`config.mk`:
```
export PLATFORM = sky130hd
export DESIGN_NAME = fp_subnormal_screen
export DESIGN_NICKNAME = d
export VERILOG_FILES = /design/src/rtl/fps_pkg.sv /design/src/rtl/fps_classify.sv /design/src/rtl/fps_flush.sv /design/src/rtl/fps_flag_unit.sv /design/src/rtl/fp_subnormal_screen.sv
export SDC_FILE = /design/constraint.sdc
export NUM_CORES = 1
export LEC_CHECK = 0
export BUFFER_PORTS_ARGS = -buffer_cell sky130_fd_sc_hd__buf_4
export CELL_PAD_IN_SITES_DETAIL_PLACEMENT = 1
export CELL_PAD_IN_SITES_GLOBAL_PLACEMENT = 1
export CORE_UTILIZATION = 16
export DETAILED_ROUTE_END_ITERATION = 16
export GPL_TIMING_DRIVEN = 0
export PLACE_DENSITY = 0.95
export SETUP_SLACK_MARGIN = 0.02
export SLEW_MARGIN = 5
export SYNTH_ARGS = -nofsm -noshare
export SYNTH_HDL_FRONTEND = slang
export SYNTH_SLANG_ARGS = --single-unit
```
`constraint.sdc`:
```
create_clock -name clk -period 1.81 [get_ports clk]
set_input_delay 0 -clock clk [delete_from_list [all_inputs] [get_ports clk]]
set_output_delay 0 -clock clk [all_outputs]
set_load 0.005 [all_outputs]
```
`src/rtl/fps_pkg.sv`:
```
package fps_pkg;
  localparam int unsigned EXP_W  = 8;
  localparam int unsigned FRAC_W = 23;
  localparam int unsigned WORD_W = 1 + EXP_W + FRAC_W;
  localparam int unsigned N_OPS  = 2;

  typedef struct packed {
    logic              sign;
    logic [EXP_W-1:0]  exp;
    logic [FRAC_W-1:0] frac;
  } fp_word_t;

  typedef enum logic [1:0] {
    CLS_ZERO    = 2'd0,
    CLS_SUB     = 2'd1,
    CLS_NORM    = 2'd2,
    CLS_SPECIAL = 2'd3
  } fp_class_e;
endpackage

```
`src/rtl/fps_classify.sv`:
```
module fps_classify
  import fps_pkg::*;
(
  input  fp_word_t word,
  input  logic     examine,
  output logic     is_sub
);
  fp_class_e cls;
  logic exp_zero, exp_ones, frac_zero;

  always_comb begin
    exp_zero  = (word.exp == '0);
    exp_ones  = (word.exp == '1);
    frac_zero = (word.frac == '0);
    if (exp_zero && frac_zero)      cls = CLS_ZERO;
    else if (exp_zero)              cls = CLS_SUB;
    else if (exp_ones)              cls = CLS_SPECIAL;
    else                            cls = CLS_NORM;
    is_sub = examine && (cls == CLS_SUB);
  end
endmodule

```
`src/rtl/fps_flush.sv`:
```
module fps_flush
  import fps_pkg::*;
(
  input  fp_word_t word_in,
  input  logic     flush,
  output fp_word_t word_out
);
  always_comb begin
    word_out = word_in;
    if (flush) begin
      word_out.exp  = '0;
      word_out.frac = '0;
    end
  end
endmodule

```
`src/rtl/fps_flag_unit.sv`:
```
module fps_flag_unit (
  input  logic clk,
  input  logic rst_n,
  input  logic accept,
  input  logic trap_en,
  input  logic any_sub,
  input  logic clr_accrued,
  output logic cause_flag,
  output logic accrued_flag,
  output logic exc_event
);
  logic trap_hit, flush_hit;

  always_comb begin
    trap_hit  = accept && any_sub && trap_en;
    flush_hit = accept && any_sub && !trap_en;
  end

  always_ff @(posedge clk or negedge rst_n) begin
    if (!rst_n) begin
      cause_flag   <= 1'b0;
      accrued_flag <= 1'b0;
      exc_event    <= 1'b0;
    end else begin
      if (accept) cause_flag <= trap_hit;
      accrued_flag <= (accrued_flag && !clr_accrued) || flush_hit;
      exc_event    <= trap_hit;
    end
  end
endmodule

```
`src/rtl/fp_subnormal_screen.sv`:
```
module fp_subnormal_screen
  import fps_pkg::*;
(
  input  logic              clk,
  input  logic              rst_n,
  input  logic              in_valid,
  output logic              in_ready,
  input  logic [WORD_W-1:0] op_a,
  input  logic [WORD_W-1:0] op_b,
  input  logic              op_b_used,
  input  logic              trap_en,
  input  logic              clr_accrued,
  output logic              out_valid,
  input  logic              out_ready,
  output logic [WORD_W-1:0] scr_a,
  output logic [WORD_W-1:0] scr_b,
  output logic              wr_en,
  output logic              cause_flag,
  output logic              accrued_flag,
  output logic              exc_event
);
  fp_word_t        lane_in  [N_OPS];
  fp_word_t        lane_out [N_OPS];
  logic [N_OPS-1:0] lane_exam;
  logic [N_OPS-1:0] lane_sub;
  logic            any_sub;
  logic            accept;

  always_comb begin
    lane_in[0]   = fp_word_t'(op_a);
    lane_in[1]   = fp_word_t'(op_b);
    lane_exam[0] = 1'b1;
    lane_exam[1] = op_b_used;
  end

  for (genvar i = 0; i < N_OPS; i++) begin : g_lane
    fps_classify u_cls (
      .word    (lane_in[i]),
      .examine (lane_exam[i]),
      .is_sub  (lane_sub[i])
    );
    fps_flush u_fl (
      .word_in  (lane_in[i]),
      .flush    (lane_sub[i] && !trap_en),
      .word_out (lane_out[i])
    );
  end

  always_comb begin
    any_sub   = |lane_sub;
    in_ready  = out_ready;
    out_valid = in_valid;
    accept    = in_valid && out_ready;
    scr_a     = lane_out[0];
    scr_b     = lane_out[1];
    wr_en     = in_valid && !(trap_en && any_sub);
  end

  fps_flag_unit u_flags (
    .clk          (clk),
    .rst_n        (rst_n),
    .accept       (accept),
    .trap_en      (trap_en),
    .any_sub      (any_sub),
    .clr_accrued  (clr_accrued),
    .cause_flag   (cause_flag),
    .accrued_flag (accrued_flag),
    .exc_event    (exc_event)
  );
endmodule

```
==> results of run 1 <==
## worst max-delay path, delay by kind of cell
family	cells	cell delay [ns]
AO/OA/AOI/OAI	1	0.31
buffers and inverters	3	0.45
AND/OR/NAND/NOR	3	0.74
## metal layers
layer | vias to the layer above | track usage, % | share of wire [%]
met3 | 4 | 1.372 | 5.2
met4 | 0 | 3.205 | 0.61
met5 | - | 0 | 0
met1 | 615 | 14.94 | 35
li1 | 656 | - | -
met2 | 62 | 29.87 | 59
## metrics by stage
stage | total power, W | util [%] | instance area (um^2) | hold slack, ns
global route | 0.0006665 | 41.35 | 1992 | 0.1115
detailed placement | 0.0004291 | 40.21 | 1937 | -0.2108
CTS | 0.0006314 | 41.35 | 1992 | 0.07800
floorplan | 0.0001710 | - | 817.0 | -0.2956
global placement | 0.0004188 | 40.21 | 1937 | -0.2122
finish | 0.0006216 | 41.35 | 1992 | 0.07151
## logic make-up after synthesis
kind of cell,after synthesis,synth area share [%]
compound gates,8,9.647
buf+inv,25,16.23
flops,3,9.188
simple gates,77,64.93
## worst max path at each step
stage | start | endpoint | slack, ns | cells past startpoint
6_report | op_b[17] | scr_b[14] | 0.31 | 7
5_1_grt | op_b[17] | scr_b[21] | 0.14 | 7
4_1_cts | op_b[17] | scr_b[19] | 0.29 | 7
3_5_place_dp | op_b[11] | scr_b[19] | 0.29 | 7
3_3_place_gp | op_b[17] | scr_b[19] | 0.31 | 7
2_1_floorplan | op_a[27] | scr_a[10] | 0.72 | 5
## cell type report
type,count,share of cell area (%)
repair buffers,139,52.51
multi-input cells,85,30.59
plain buffers,24,6.470
well taps,67,4.209
flip-flops and latches,3,3.769
clock buffers,4,2.261
inverters,1,0.1884
## Yosys cell counts (all sizes together)
cell type	count
and2	46
clkbuf	17
nor4	11
o211ai	8
buf	6
nand2	5
dfrtp	3
nor2	3
nor3	3
nand3	2
nand4	2
or4	2
and3	1
and4b	1
dlygate4sd3	1
inv	1
nand2b	1
## power breakdown
| group | switching, W | internal, W | leakage, nW | total [W] |
|---|---|---|---|---|
| Clock | 0.0000448 | 0.000150 | 0.0228 | 0.000195 |
| Combinational | 0.000110 | 0.000249 | 0.971 | 0.000359 |
| Sequential | 0.0000000727 | 0.0000677 | 0.0419 | 0.0000678 |
| Total | 0.000155 | 0.000466 | 1.04 | 0.000622 |
## registers in the layout (all words and copies together) (netlist names)
register / count
u_flags.accrued_flag: 1
u_flags.exc_event: 1
u_flags.cause_flag: 1
## repair_timing
item                                    in CTS  in global routing
endpoints found under the setup margin       0                  0
hold buffers                                 1                  0
resized for setup                            0                  0
endpoints found under the hold margin        3                  0
==> results.py, run 1 <==
metrics = {
    "drt": {
        "drc": 0,
        "wire_per_inst_um": 12.61,
        "dr.pass1.iters": 4,
        "drtAntennaViolNets": 0,
        "wirelength_um": 4073,
        "drt-initial-drc-count": 23,
        "routed_via_density": 4.139,
        "vias": 1337,
    },
    "place": {
        "port_buffers": 138,
        "dpl.hpwl_um": 3676,
        "globalplace.congestion": 0.7101,
        "dp_slack_ns": 0.2916,
        "placed_cells": 318,
    },
    "job": {
        "drv_cap": 0,
    },
    "clock_tree": {
        "cts_setup_buffers": 0,
        "h-tree-depth": 1,
        "clkSlewWorstSetupHoldPaths_ns": 0.03,
        "cts_made_buffers": 3,
        "cts-root-to-sink-buffers": 2,
        "cts_tree": "done",
        "clock_sinks": 3,
        "clockRootBuffer": "clkbuf_8",
        "clk_latency_ns": 0.22,
    },
    "die": {
        "core_um2": 4817,
        "die_w_um": 73.46,
        "pin_count": 141,
        "initial_core_util_pct": 16.96,
        "num_rows": 25,
        "die_y_um": 73.46,
        "die_area_um2": 5396,
    },
    "finish": {
        "fin_cells": 323,
        "drive_gt1_share_pct": 69.14,
        "final_cell_mix": "142 x buf_4, 23 x and2_1, 20 x and2_4",
        "antennaDiodeCount": 0,
        "final_common_cell": "buf_4",
        "syn_to_final_growth_pct": 143.8,
        "seq_area_um2": 75.07,
        "multi_input_area_um2": 609.3,
        "nFillCells": 637,
        "final_nets": 328,
    },
    "power": {
        "ir_drop_mv": 0.1213,
        "power_density_nw_per_um2": 312.1,
        "leakage_nw": 1.036,
    },
    "setup_path": {
        "path_common_cell": "buf_4",
        "arrival_ns": 1.50,
        "reg2regPathDepth": 2,
        "r2r_start": "u_flags.cause_flag",
        "crit_chain": "buf_4, nor4_1, nand4_1, o211ai_2, clkbuf_2, and2_1, buf_4",
        "r2r_slack_ns": 1.16,
        "slowest_stage": "nor4_1",
        "cpPeakStageDelay_ns": 0.32,
        "crit_path_end_kind": "output port",
        "cp.required_ns": 1.81,
        "crit_fanout": 10,
        "critPathKind": "primary input to output port",
        "start_kind": "primary input",
        "r2r-end": "u_flags.cause_flag",
    },
    "synthesis": {
        "yosys_register_bits": 3,
        "seq_area_frac_synth_pct": 9.188,
        "post_synth.cell_area_avg_um2": 7.230,
        "ys_types": 24,
        "synthTopCellsByArea": "and2_4 21%, and2_1 18%, dfrtp_1 9.2%",
        "yosysTopAreaCell": "and2_4",
        "syn-cell-area_um2": 817.0,
        "ys_warn_count": 0,
        "syn-instance-count": 113,
        "syn-num-nets": 184,
        "yosysTopAreaCellShare_pct": 21.44,
    },
    "hold_path": {
        "min-delay-start": "clr_accrued",
        "whs_path_depth": 3,
        "whs_endpoint": "u_flags.accrued_flag",
        "hold_class": "primary input to flop",
    },
    "timing": {
        "finalCriticalPeriod_ns": 1.501,
        "fin_crit_sh_pct": 82.90,
        "hold_viol": 0,
        "max_freq_mhz": 666.4,
        "rsz0062_at_grt": "no",
        "tightest_slew_ns": 0.2944,
        "drv_slew": 0,
        "setup_viol": 0,
        "final.setup.worst_slack_ns": 0.3094,
        "clock_skew_ns": 0,
        "tns_ns": 0,
        "slew_headroom_pct": 80.19,
    },
    "grt": {
        "grt_pass1_wl_um": 6072,
        "grt_overflow": 0,
        "grt.total_usage_pct": 14.31,
        "antenna_found_initial": 0,
        "first_global_vias": 1352,
        "grt_max_degree": 11,
    },
    "outcome": {
        "status": "finished, final reports clean",
    },
}
(Power assumes the default switching activity.)
==> run 2, diff against run 1 <==
- ABC_AREA: unset -> 1
- CORE_UTILIZATION: 16 -> 14
- PLACE_DENSITY: 0.95 -> 0.92
- clock period: 1.81 -> 1.4 ns (I/O delays scaled with it)
==> run 2 against run 1 <==
Net effect: total power rose by 29%; via count rose by 16%; sequential share of layout area fell by 0.090 points; clock power rose by 27%; worst setup slack improved by 0.0028 ns; largest power group unchanged.
==> results.py, run 2 <==
metrics = {
    "outcome": {
        "status": "finished, final reports clean",
    },
    "finish": {
        "syn_to_final_growth_pct": 138.5,
        "final_common_cell": "buf_4",
        "fin_cells": 412,
        "final_cell_mix": "143 x buf_4, 69 x nand2_1, 52 x inv_1",
        "reg_top3": "u_flags.accrued_flag (1), u_flags.cause_flag (1), u_flags.exc_event (1)",
        "multi_input_area_um2": 454.2,
        "nFillCells": 813,
        "final_nets": 409,
        "seq_area_um2": 75.07,
        "drive_gt1_share_pct": 44.81,
        "antennaDiodeCount": 0,
    },
    "drt": {
        "wire_per_inst_um": 10.07,
        "dr.pass1.iters": 4,
        "drt-initial-drc-count": 21,
        "drtAntennaViolNets": 0,
        "routed_via_density": 3.777,
        "wirelength_um": 4147,
        "drc": 0,
        "vias": 1556,
    },
    "synthesis": {
        "yosys_register_bits": 3,
        "yosysTopAreaCellShare_pct": 30.26,
        "syn-num-nets": 265,
        "syn-instance-count": 194,
        "async_flop_share_pct": 100.0,
        "yosysTopAreaCell": "nand2_1",
        "synth.most_common_cell": "nand2_1",
        "ys_types": 10,
        "seq_area_frac_synth_pct": 8.772,
        "synthTopCellsByArea": "nand2_1 30%, inv_1 23%, nor2_1 17%",
        "synth_enable_flop_cells": 0,
        "ys_warn_count": 0,
        "synth_top_flop_cell": "dfrtp_1",
        "syn-cell-area_um2": 855.8,
        "post_synth.cell_area_avg_um2": 4.411,
        "ys_top_cells_by_count": "69 x nand2_1, 52 x inv_1, 38 x nor2_1, 16 x clkbuf_1",
    },
    "timing": {
        "tightest_slew_ns": 0.2158,
        "fin_crit_sh_pct": 77.69,
        "slew_headroom_pct": 85.56,
        "finalCriticalPeriod_ns": 1.088,
        "clock_skew_ns": 0,
        "setup_viol": 0,
        "tns_ns": 0,
        "max_freq_mhz": 919.3,
        "hold_viol": 0,
        "rsz0062_at_grt": "no",
        "drv_slew": 0,
    },
    "clock_tree": {
        "cts-root-to-sink-buffers": 2,
        "clkSlewWorstSetupHoldPaths_ns": 0.03,
        "h-tree-depth": 1,
        "cts_tree": "done",
        "clk_latency_ns": 0.21,
        "clockRootBuffer": "clkbuf_8",
        "cts_setup_buffers": 0,
        "cts_made_buffers": 3,
        "clock_sinks": 3,
    },
    "place": {
        "placed_cells": 407,
        "globalplace.congestion": 0.6682,
        "port_buffers": 138,
        "dpl.hpwl_um": 3854,
    },
    "die": {
        "initial_core_util_pct": 14.45,
        "die_w_um": 80.19,
        "die_y_um": 80.19,
        "core_um2": 5921,
        "die_area_um2": 6430,
        "num_rows": 28,
        "pin_count": 141,
    },
    "grt": {
        "grt_max_degree": 11,
        "first_global_vias": 1579,
        "grt_overflow": 0,
        "antenna_found_initial": 0,
        "grt.total_usage_pct": 12.83,
        "grt_pass1_wl_um": 6651,
    },
    "power": {
        "power_density_nw_per_um2": 391.7,
        "leakage_nw": 1.372,
        "ir_drop_mv": 0.2299,
    },
    "setup_path": {
        "cpPeakStageDelay_ns": 0.20,
        "crit_chain": "buf_4, nor2_1, nand3_1, nor2_1, nand3_2, buf_4, nand2_1, inv_1, buf_4",
        "r2r_start": "u_flags.accrued_flag",
        "crit_buf_inv": 4,
        "path_common_cell": "buf_4",
        "startpoint": "op_b[23]",
        "crit_path_end_kind": "output port",
        "arrival_ns": 1.09,
        "start_kind": "primary input",
        "cpLargestDelayFamily": "simple AND/OR/NAND/NOR gates",
        "slowest_stage": "buf_4",
        "critPathKind": "primary input to output port",
        "cp.required_ns": 1.40,
        "crit_fanout": 10,
    },
    "hold_path": {
        "hold_class": "primary input to flop",
        "min-delay-start": "clr_accrued",
    },
    "job": {
        "drv_cap": 0,
    },
}
==> run 2: changes by cell type after synthesis, sizes merged, moves of 2 or more <==
cell    delta
nand2     +64
inv       +51
and2      -46
nor2      +35
nor4      -11
o211ai     -8
nand3      +5
nor3       -3
buf        +2
nand4      -2
or4        -2
==> run 2: worst paths after layout <==
| check | endpoint | slack (ns) | depth (start not counted) |
|---|---|---|---|
| max in group asynchronous | u_flags.accrued_flag | 1.18 | 2 |
| setup / recovery | scr_b[12] | 0.31 | 9 |
| hold / removal | u_flags.accrued_flag | 0.05 | 4 |
| setup reg to reg | u_flags.accrued_flag | 0.77 | 2 |
| min in group asynchronous | u_flags.exc_event | 0.12 | 2 |
| hold reg to reg | u_flags.cause_flag | 0.51 | 2 |
==> run 2: repair_timing <==
item                      4_1_cts  5_1_grt
hold endpoints to repair        3        0
gates resized for setup         0        0
hold buffers                    1        0
==> run 2: final cells by class <==
cell class / instances / area share (%)
Inverter: 52 / 9.565
Tap cell: 75 / 4.598
Multi-Input combinational cell: 115 / 22.26
Clock buffer: 4 / 2.207
Buffer: 24 / 6.438
Sequential cell: 3 / 3.679
Timing Repair Buffer: 139 / 51.26
==> run 2: cells by family (layout without fill, tap and decap cells) <==
logic type,count (synthesis),in the layout,synth area share [%]
and+or+nand+nor,114,114,52.19
DFF,3,3,8.772
buffers and inverters,76,219,38.16
AOI/OAI and AO/OA,1,1,0.8775
==> run 2: worst reg2reg max path, stage by stage, from the launching register on <==
cell and delay, ns:
dfrtp_1 0.37, nand2_1 0.08, nand2_1 0.06
==> run 2: routing by layer <==
layer | global-route usage [%] | routed length [um] | share of wire, % | vias to the layer above
met5 | 0 | 0 | 0 | -
met4 | 2.143 | 0 | 0 | 0
met3 | 3.523 | 473 | 11 | 0
met2 | 27.52 | 2299 | 55 | 90
met1 | 11.75 | 1374 | 33 | 666
li1 | - | - | - | 800
==> run 2: metrics by stage <==
| step | hold WS, ns | instance area, um^2 | total power [W] | worst slack, ns | utilization [%] |
|---|---|---|---|---|---|
| after floorplan | -0.2956 | 855.8 | 0.0002152 | 0.7054 | - |
| after global placement | -0.2095 | 1986 | 0.0005401 | 0.3003 | 33.54 |
| after detailed placement | -0.2068 | 1986 | 0.0005580 | 0.2732 | 33.54 |
| after CTS | 0.04989 | 2041 | 0.0008141 | 0.2601 | 34.47 |
| after global routing | 0.08225 | 2041 | 0.0008756 | 0.1383 | 34.47 |
| final | 0.04996 | 2041 | 0.0007994 | 0.3123 | 34.47 |
==> run 2: report_power, final <==
group / internal [W] / switching [W] / total, W
Sequential: 0.0000875 / 0.000000116 / 0.0000877
Clock: 0.000194 / 0.0000531 / 0.000247
Combinational: 0.000295 / 0.000170 / 0.000465
==> run 3, diff against run 2 <==
- ABC_AREA: 1 -> 0
- CORE_UTILIZATION: 14 -> 15
- PLACE_DENSITY: 0.92 -> 0.91
- clock period: 1.4 -> 1.1 ns (I/O delays scaled with it)
==> run 3 against run 2 <==
Net effect: the run now ends with setup timing left; clock skew unchanged; register-to-register slack worse by 0.33 ns; critical path depth down 2; sequential cell count unchanged; final area up 22%; clock power up 30%; utilization up 14 points; non-clock buffer count up 13; worst setup slack worse by 0.58 ns; critical endpoint is now scr_a[21]; largest cell class unchanged.
==> results.py, run 3 (same netlist as run 1, synthesis figures left out) <==
metrics = {
    "timing": {
        "drv_slew": 0,
        "clock_skew_ns": 0,
        "rsz0062_at_grt": "yes",
        "finalCriticalPeriod_ns": 1.367,
        "slew_headroom_pct": 79.48,
        "tightest_slew_ns": 0.3063,
        "setup_viol": 47,
        "fin_crit_sh_pct": 124.3,
        "hold_viol": 0,
        "max_freq_mhz": 731.5,
        "final.setup.worst_slack_ns": -0.2670,
    },
    "finish": {
        "final_nets": 341,
        "fin_area_um2": 2489,
        "utilization_pct": 48.11,
        "reg_top3": "u_flags.accrued_flag (1), u_flags.cause_flag (1), u_flags.exc_event (1)",
        "antennaDiodeCount": 0,
        "final_common_cell": "buf_4",
        "syn_to_final_growth_pct": 204.6,
        "drive_gt1_share_pct": 79.55,
        "final_cell_mix": "97 x buf_4, 57 x buf_6, 35 x and2_4",
    },
    "clock_tree": {
        "clkSlewWorstSetupHoldPaths_ns": 0.03,
        "clockRootBuffer": "clkbuf_8",
        "cts_made_buffers": 3,
        "clock_sinks": 3,
        "cts-root-to-sink-buffers": 2,
        "h-tree-depth": 1,
        "clk_latency_ns": 0.22,
        "cts_tree": "done",
    },
    "grt": {
        "grt_overflow": 0,
        "grtUsageMet1_pct": 15.23,
        "met3_usage_pct": 1.984,
        "grt_max_degree": 11,
        "grt.total_usage_pct": 14.94,
        "met2_usage_pct": 30.58,
        "first_global_vias": 1441,
        "antenna_found_initial": 0,
        "top_usage_layer": "met2",
        "grt_pass1_wl_um": 6451,
    },
    "setup_path": {
        "crit_path_end_kind": "output port",
        "crit_fanout": 7,
        "start_kind": "primary input",
        "r2r_slack_ns": 0.44,
        "critPathKind": "primary input to output port",
        "arrival_ns": 1.37,
        "cp.required_ns": 1.10,
    },
    "power": {
        "leakage_nw": 1.223,
        "power_w": 0.001174,
        "ir_drop_mv": 0.4876,
        "power_density_nw_per_um2": 471.8,
    },
    "drt": {
        "dr.pass1.iters": 4,
        "vias": 1448,
        "wirelength_um": 4973,
        "drtAntennaViolNets": 0,
        "drc": 0,
        "wire_per_inst_um": 14.67,
        "routed_via_density": 4.271,
        "drt-initial-drc-count": 38,
    },
    "die": {
        "die_area_um2": 5746,
        "initial_core_util_pct": 15.80,
        "num_rows": 26,
        "pin_count": 141,
        "die_w_um": 75.81,
        "die_y_um": 75.81,
        "core_um2": 5172,
    },
    "place": {
        "placed_area_um2": 1941,
        "globalplace.congestion": 0.7370,
        "dp_slack_ns": -0.4096,
        "port_buffers": 138,
        "dpl.hpwl_um": 3619,
    },
    "job": {
        "drv_cap": 0,
    },
    "outcome": {
        "violations": "setup timing",
        "status": "finished with violations",
    },
    "hold_path": {
        "hold_class": "primary input to flop",
    },
}
## run 3: cell types whose count changed in the layout (fill, tap and decap cells not counted), moves of 35 or more
cell	delta
nand2_1	-64
nor2_1	-36
and2_4	+35
buf_4	-46
inv_1	-51
buf_6	+54
## run 3: stage by stage
stage / std cells / setup TNS (ns) / hold slack (ns)
4_1_cts: 338 / -9.361 / 0.08352
3_3_place_gp: 321 / -17.29 / -0.2108
6_report: 339 / -10.56 / 0.07923
2_1_floorplan: 113 / 0 / -0.2956
3_5_place_dp: 321 / -17.15 / -0.2099
5_1_grt: 339 / -13.56 / 0.1025
## run 3: timing repair
item	in CTS	in global routing
hold endpoints to repair	3	0
gates resized for setup	78	22
cloned	3	0
pin swaps	24	17
buffers inserted	9	2
hold buffers	1	0
endpoints found under the setup margin	47	50
## run 3: final cells by class
| class | instances | area, um^2 |
|---|---|---|
| Fill cell | 601 | 2684 |
| Timing Repair Buffer | 152 | 1373 |
| Multi-Input combinational cell | 85 | 755.7 |
| Buffer | 24 | 148.9 |
| Tap cell | 70 | 87.58 |
| Sequential cell | 3 | 75.07 |
| Clock buffer | 4 | 45.04 |
| Inverter | 1 | 3.754 |
## run 3: critical path, cell delays in order
cell	delay, ns
buf_6	0.09
or4_4	0.53
nor2_4	0.17
o211ai_4	0.14
buf_6	0.16
and2_4	0.15
buf_6	0.11
## run 3: metal layers
metal  vias up  routed length [um]
li1        684                   -
met1       684                1662
met2        74                2952
met3         6                 300
met4         0                  57
met5         -                   0
## run 3: final timing paths
check	startpoint	end	cells after the start
max	op_a[23]	scr_a[21]	7
min	clr_accrued	u_flags.accrued_flag	3
max reg2reg	u_flags.accrued_flag	u_flags.accrued_flag	2
min in group asynchronous	rst_n	u_flags.accrued_flag	2
min reg2reg	u_flags.cause_flag	u_flags.cause_flag	2
max in group asynchronous	rst_n	u_flags.cause_flag	2
## run 3: power breakdown
group	total, W	internal (W)	switching, W
Combinational	0.000742	0.000507	0.000234
Clock	0.000321	0.000247	0.0000739
Sequential	0.000112	0.000111	0.000000139
